===== config.mk =====
export PLATFORM = sky130hd
export DESIGN_NAME = gpio_sc_port
export DESIGN_NICKNAME = d
export VERILOG_FILES = /design/src/rtl/gpio_sc_pkg.sv /design/src/rtl/gpio_sc_decode.sv /design/src/rtl/gpio_sc_latch.sv /design/src/rtl/gpio_sc_sync.sv /design/src/rtl/gpio_sc_port.sv
export SDC_FILE = /design/constraint.sdc
export NUM_CORES = 1
export LEC_CHECK = 0
export ABC_AREA = 1
export BUFFER_PORTS_ARGS = -buffer_cell sky130_fd_sc_hd__buf_2
export CORE_UTILIZATION = 57
export DETAILED_ROUTE_END_ITERATION = 16
export PLACE_DENSITY = 0.89
export SETUP_SLACK_MARGIN = 0.15
export SLEW_MARGIN = 30
export SYNTH_ARGS = -nofsm -noshare
export SYNTH_HDL_FRONTEND = slang
export SYNTH_SLANG_ARGS = --single-unit

===== constraint.sdc =====
create_clock -name clk -period 8.8 [get_ports clk]
set_input_delay 1.76 -clock clk [delete_from_list [all_inputs] [get_ports clk]]
set_output_delay 1.76 -clock clk [all_outputs]
set_load 0.02 [all_outputs]

===== src/rtl/gpio_sc_pkg.sv =====
package gpio_sc_pkg;
  localparam int unsigned OFS_OUT_SET = 'h00;
  localparam int unsigned OFS_OUT_CLR = 'h10;
  localparam int unsigned OFS_OE_SET  = 'h20;
  localparam int unsigned OFS_OE_CLR  = 'h30;
  localparam int unsigned OFS_PIN_LVL = 'h40;

  typedef enum logic [1:0] {
    RSRC_ZERO = 2'd0,
    RSRC_OUT  = 2'd1,
    RSRC_OE   = 2'd2,
    RSRC_PIN  = 2'd3
  } rd_src_e;

  typedef struct packed {
    logic out_set;
    logic out_clr;
    logic oe_set;
    logic oe_clr;
  } wr_strb_t;
endpackage


===== src/rtl/gpio_sc_decode.sv =====
module gpio_sc_decode
  import gpio_sc_pkg::*;
#(
  parameter int unsigned ADDR_W = 8
) (
  input  logic              sel,
  input  logic              we,
  input  logic [ADDR_W-1:0] addr,
  output wr_strb_t          wr_strb,
  output rd_src_e           rd_src
);
  always_comb begin
    wr_strb = '0;
    rd_src  = RSRC_ZERO;
    if (sel) begin
      if (addr == ADDR_W'(OFS_OUT_SET)) begin
        wr_strb.out_set = we;
        rd_src          = RSRC_OUT;
      end else if (addr == ADDR_W'(OFS_OUT_CLR)) begin
        wr_strb.out_clr = we;
        rd_src          = RSRC_OUT;
      end else if (addr == ADDR_W'(OFS_OE_SET)) begin
        wr_strb.oe_set  = we;
        rd_src          = RSRC_OE;
      end else if (addr == ADDR_W'(OFS_OE_CLR)) begin
        wr_strb.oe_clr  = we;
        rd_src          = RSRC_OE;
      end else if (addr == ADDR_W'(OFS_PIN_LVL)) begin
        rd_src          = RSRC_PIN;
      end
    end
  end
endmodule


===== src/rtl/gpio_sc_latch.sv =====
module gpio_sc_latch #(
  parameter int unsigned WIDTH = 32
) (
  input  logic             clk,
  input  logic             rst_n,
  input  logic [WIDTH-1:0] set_v,
  input  logic [WIDTH-1:0] clr_v,
  output logic [WIDTH-1:0] q
);
  logic [WIDTH-1:0] q_d;
  logic             q_en;

  // a clear of a pin takes precedence over a set of the same pin
  always_comb begin
    q_en = |(set_v | clr_v);
    q_d  = (q | set_v) & ~clr_v;
  end

  always_ff @(posedge clk or negedge rst_n) begin
    if (!rst_n)    q <= '0;
    else if (q_en) q <= q_d;
  end


  latch_set_chk: assert property (@(posedge clk) disable iff (!rst_n)
    ((set_v & ~clr_v) != '0) |=>
      ((q & $past(set_v & ~clr_v)) == $past(set_v & ~clr_v)));


  latch_clr_chk: assert property (@(posedge clk) disable iff (!rst_n)
    (clr_v != '0) |=> ((q & $past(clr_v)) == '0));


  latch_keep_chk: assert property (@(posedge clk) disable iff (!rst_n)
    rst_n |=> (((q ^ $past(q)) & ~$past(set_v | clr_v)) == '0));
endmodule


===== src/rtl/gpio_sc_sync.sv =====
module gpio_sc_sync #(
  parameter int unsigned WIDTH  = 32,
  parameter int unsigned STAGES = 2
) (
  input  logic             clk,
  input  logic             rst_n,
  input  logic [WIDTH-1:0] d,
  output logic [WIDTH-1:0] q
);
  logic [STAGES-1:0][WIDTH-1:0] stage_q;

  generate
    for (genvar s = 0; s < STAGES; s++) begin : g_stage
      logic [WIDTH-1:0] stage_d;
      if (s == 0) begin : g_first
        assign stage_d = d;
      end else begin : g_next
        assign stage_d = stage_q[s-1];
      end
      always_ff @(posedge clk or negedge rst_n) begin
        if (!rst_n) stage_q[s] <= '0;
        else        stage_q[s] <= stage_d;
      end
    end
  endgenerate

  assign q = stage_q[STAGES-1];
endmodule


===== src/rtl/gpio_sc_port.sv =====
module gpio_sc_port
  import gpio_sc_pkg::*;
#(
  parameter int unsigned PINS        = 32,
  parameter int unsigned ADDR_W      = 8,
  parameter int unsigned SYNC_STAGES = 2
) (
  input  logic              clk,
  input  logic              rst_n,
  input  logic              bus_sel,
  input  logic              bus_we,
  input  logic [ADDR_W-1:0] bus_addr,
  input  logic [PINS-1:0]   bus_wdata,
  output logic [PINS-1:0]   bus_rdata,
  input  logic [PINS-1:0]   pad_in,
  output logic [PINS-1:0]   pad_out,
  output logic [PINS-1:0]   pad_oe
);
  localparam int unsigned RST_STAGES = 2;

  // reset: asserted at once, released through a short flop chain
  logic [RST_STAGES-1:0] rst_pipe;
  logic                  core_rst_n;

  always_ff @(posedge clk or negedge rst_n) begin
    if (!rst_n) rst_pipe <= '0;
    else        rst_pipe <= {rst_pipe[RST_STAGES-2:0], 1'b1};
  end
  assign core_rst_n = rst_pipe[RST_STAGES-1];

  wr_strb_t        wr_strb;
  rd_src_e         rd_src;
  logic [PINS-1:0] out_set_v, out_clr_v, oe_set_v, oe_clr_v;
  logic [PINS-1:0] pin_lvl;
  logic [PINS-1:0] rdata_d;
  logic            rdata_en;

  gpio_sc_decode #(.ADDR_W(ADDR_W)) u_decode (
    .sel     (bus_sel),
    .we      (bus_we),
    .addr    (bus_addr),
    .wr_strb (wr_strb),
    .rd_src  (rd_src)
  );

  always_comb begin
    out_set_v = {PINS{wr_strb.out_set}} & bus_wdata;
    out_clr_v = {PINS{wr_strb.out_clr}} & bus_wdata;
    oe_set_v  = {PINS{wr_strb.oe_set}}  & bus_wdata;
    oe_clr_v  = {PINS{wr_strb.oe_clr}}  & bus_wdata;
  end

  gpio_sc_latch #(.WIDTH(PINS)) u_out_latch (
    .clk   (clk),
    .rst_n (core_rst_n),
    .set_v (out_set_v),
    .clr_v (out_clr_v),
    .q     (pad_out)
  );

  gpio_sc_latch #(.WIDTH(PINS)) u_oe_latch (
    .clk   (clk),
    .rst_n (core_rst_n),
    .set_v (oe_set_v),
    .clr_v (oe_clr_v),
    .q     (pad_oe)
  );

  gpio_sc_sync #(.WIDTH(PINS), .STAGES(SYNC_STAGES)) u_in_sync (
    .clk   (clk),
    .rst_n (core_rst_n),
    .d     (pad_in),
    .q     (pin_lvl)
  );

  // read mux and read-data register
  always_comb begin
    rdata_en = bus_sel & ~bus_we;
    unique case (rd_src)
      RSRC_OUT: rdata_d = pad_out;
      RSRC_OE:  rdata_d = pad_oe;
      RSRC_PIN: rdata_d = pin_lvl;
      default:  rdata_d = '0;
    endcase
  end

  always_ff @(posedge clk or negedge core_rst_n) begin
    if (!core_rst_n)   bus_rdata <= '0;
    else if (rdata_en) bus_rdata <= rdata_d;
  end

  logic addr_mapped;
  assign addr_mapped = (bus_addr == ADDR_W'(OFS_OUT_SET)) || (bus_addr == ADDR_W'(OFS_OUT_CLR)) ||
                       (bus_addr == ADDR_W'(OFS_OE_SET))  || (bus_addr == ADDR_W'(OFS_OE_CLR))  ||
                       (bus_addr == ADDR_W'(OFS_PIN_LVL));


  unmapped_read_zero_chk: assert property (@(posedge clk) disable iff (!core_rst_n)
    (bus_sel && !bus_we && !addr_mapped) |=> (bus_rdata == '0));


  unmapped_write_ignored_chk: assert property (@(posedge clk) disable iff (!core_rst_n)
    (bus_sel && bus_we && (!addr_mapped || bus_addr == ADDR_W'(OFS_PIN_LVL)))
      |=> ($stable(pad_out) && $stable(pad_oe)));


  rdata_hold_chk: assert property (@(posedge clk) disable iff (!core_rst_n)
    !(bus_sel && !bus_we) |=> $stable(bus_rdata));
endmodule


==> results.tsv <==
metric	value	unit
Starting Density	58.9	%
placed cells	1042	
crit-path max cell delay	0.70	ns
DR vias/cell	5.46	
setup repair bufs after CTS	0	
Final Power	1.60	mW
total track usage	30.1	%
WP buf/inv	4	
# nets final	994	
area grow syn2layout	22.3	%
maximum fanout along the worst path	69	
design area	8260	µm²
critical path's top delay family	buffers and inverters	
Residual DRC	0	
Ports	172	
library cells used by synthesis	20	
CTS tree	built	
minimum clock period	3.92	ns
number of routed nets with antenna violations	0	
clk sinks	162	
Critical Path Slowest Stage Cell	nor2_4	
die height	111	µm
Post-Synth Simple-Gate Area	23.3	%
HPWL Detailed	11.0	mm
adder-cell share of the synthesized area	0	%
Final Non-Filler Cells	1072	
# H-tree levels	4	
fmax	0.255	GHz
period utilization	44.6	%
hold slack	0.289	ns
via count	5849	
CP startpoint kind	input pin	
total core area	11500	µm²
Slew Viols, Final	0	
Tightest Hold Check Type	register to asynchronous set/reset pin	
main combinational cell family by area after synthesis	simple AND/OR/NAND/NOR gates	
cts bufs inserted	17	
syn avg cell area	8.87	µm²
multiplexer share of the synthesized area	0	%
pwr dens	193	nW/µm²
Routed WL per cell	16.4	µm
CP cell instances	buf_2 -> buf_4 -> inv_1 -> nor2_4 -> inv_2 -> nand2_1 -> nand2_1	
WL final	17.5	mm
part of the power in registers	49.1	%
slew of the pin with the lowest slew margin	0.827	ns
Placed Instance Area	7680	µm²
FILL cells	821	
Comb pwr share	5.4	%
Worst path most repeated cell	nand2_1	
Post-Syn Instances	761	
Synth area leaders	dfrtp_1 (60%), nand2_1 (11%), inv_1 (7.3%)	
largest net degree at the start of global routing	79	
clock skew	0.00700	ns
first-pass GRT wire length	28.6	mm
RePlAce Congestion	0.812	
Worst-path clk slew	0.06	ns
Compound-Gate Fraction of Synth Area	5.98	%
grt ovf	0	
Slew HR	44.7	%
1st-pass router iterations	5	
die footprint	12300	µm²
#FFs+latches synth	162	
P_sw	344	µW
Internal	1.25	mW
Yosys top cell by area	dfrtp_1	
Peak supply drop	0.164	mV
Critical Path RT	9.10	ns
1st-iter DRT viols	612	
clock buffer depth	2	
Site Rows	39	
Setup-failing EPs final	0	
Seq/Total Area, Yosys	60.0	%
Clk pwr share	45.5	%
Post-Syn Nets	837	
CTS root buf	clkbuf_16	
share of cells above drive strength 1	24.4	%
Synth top area share	60.0	%
Leak	5.23	nW
CP Class	input pin to register	
status	finished, final reports clean	
Fin. Hold Viols	0	
unrepaired setup endpoints after global routing	no	
Post-CTS Hold Buffers	0	
switching part of the total	21.6	%
critical path arrival	4.23	ns
Port Buf Inserts	171	
antenna violations before repair	0	
Synth Area in XOR/XNOR	0	%
vias in the first global route	5717	
n_diodes	0	
clock latency on the worst-skew pair	0.42	ns
Die Span X	111	µm
setup tns final	0	ns
max_cap viols	0	
# resized after CTS	0	
synth warn	0	
crit path capture type	register	
Mapped Area	6750	µm²
metal layers:
metal / vias to the layer above / global-route usage, % / routed length [µm]
li1: 2721 / - / -
met1: 2740 / 40.0 / 7090
met2: 345 / 47.5 / 8400
met3: 43 / 7.00 / 1580
met4: 0 / 13.2 / 485
met5: - / 0 / 0
path summary, 6_finish.rpt:
check                                            startpoint                               end  slack [ns]  cells after the start
min reg2reg                                     rst_pipe[1]  u_in_sync.g_stage[1].stage_d[31]        0.29                      0
max in group asynchronous                       rst_pipe[1]                   u_in_sync.q[15]        7.19                      2
max                                                 bus_sel                     bus_rdata[13]        4.88                      7
min                                             rst_pipe[1]  u_in_sync.g_stage[1].stage_d[31]        0.29                      0
max reg2reg                                     rst_pipe[1]                   u_in_sync.q[15]        7.19                      2
min in group clk           u_in_sync.g_stage[1].stage_d[22]                   u_in_sync.q[22]        0.34                      0
cell usage in the layout, fill, tap and decap left out, types with 5 or more instances in the layout:
| master | n |
|---|---|
| nand2_2 | 6 |
| nand4_1 | 65 |
| inv_2 | 10 |
| nor2_1 | 69 |
| dfrtp_1 | 161 |
| clkbuf_16 | 17 |
| nand2_1 | 204 |
| buf_2 | 171 |
| buf_4 | 5 |
| clkbuf_1 | 5 |
| inv_1 | 130 |
| o22ai_1 | 61 |
kinds of logic after synthesis:
kind of cell | count (synthesis)
and+or+nand+nor | 354
buffers and inverters | 180
DFF | 162
AOI/OAI and AO/OA | 64
other | 1
registers in the layout, indices dropped and copies added (netlist names):
signal	cells
bus_rdata	32
rst_pipe	2
u_in_sync.g_stage.stage_d	32
u_in_sync.q	32
u_oe_latch.q	32
u_out_latch.q	32
power groups by stage:
stage               Clock, mW  Sequential, mW  Combinational [mW]
global route            0.766           0.786              0.0934
global placement            0           0.800              0.0770
finish                  0.726           0.784              0.0855
floorplan                   0           0.811              0.0292
CTS                     0.732           0.784              0.0853
detailed placement          0           0.797              0.0845
stage by stage:
step / utilization (%) / worst slack [ns]
floorplan: - / 3.95
global placement: 66.7 / 4.37
detailed placement: 66.9 / 4.31
CTS: 72.0 / 4.70
global route: 72.0 / 4.76
finish: 72.0 / 4.88
cells in the mapped netlist:
master,number
buf_1,4
buf_2,25
nand3_2,1
clkbuf_1,8
nor2_8,2
o22a_1,2
nand2_8,1
conb_1,1
nor2_1,69
inv_1,131
nand3_1,3
buf_4,3
dfrtp_1,162
nand2_1,204
o22ai_1,61
o21ai_0,1
nand4_1,65
nor2_2,3
inv_2,9
nand2_2,6
layout make-up:
type / instances / area, µm² / share of cell area [%]
tap: 143 / 179 / 2.17
inverter: 140 / 526 / 6.36
timing repair buffer: 178 / 932 / 11.3
multi-input combinational: 419 / 1990 / 24.0
sequential: 162 / 4060 / 49.1
clock buffer: 24 / 472 / 5.71
clock inverter: 6 / 105 / 1.27
No activity file was read; power rests on OpenSTA's default activity.
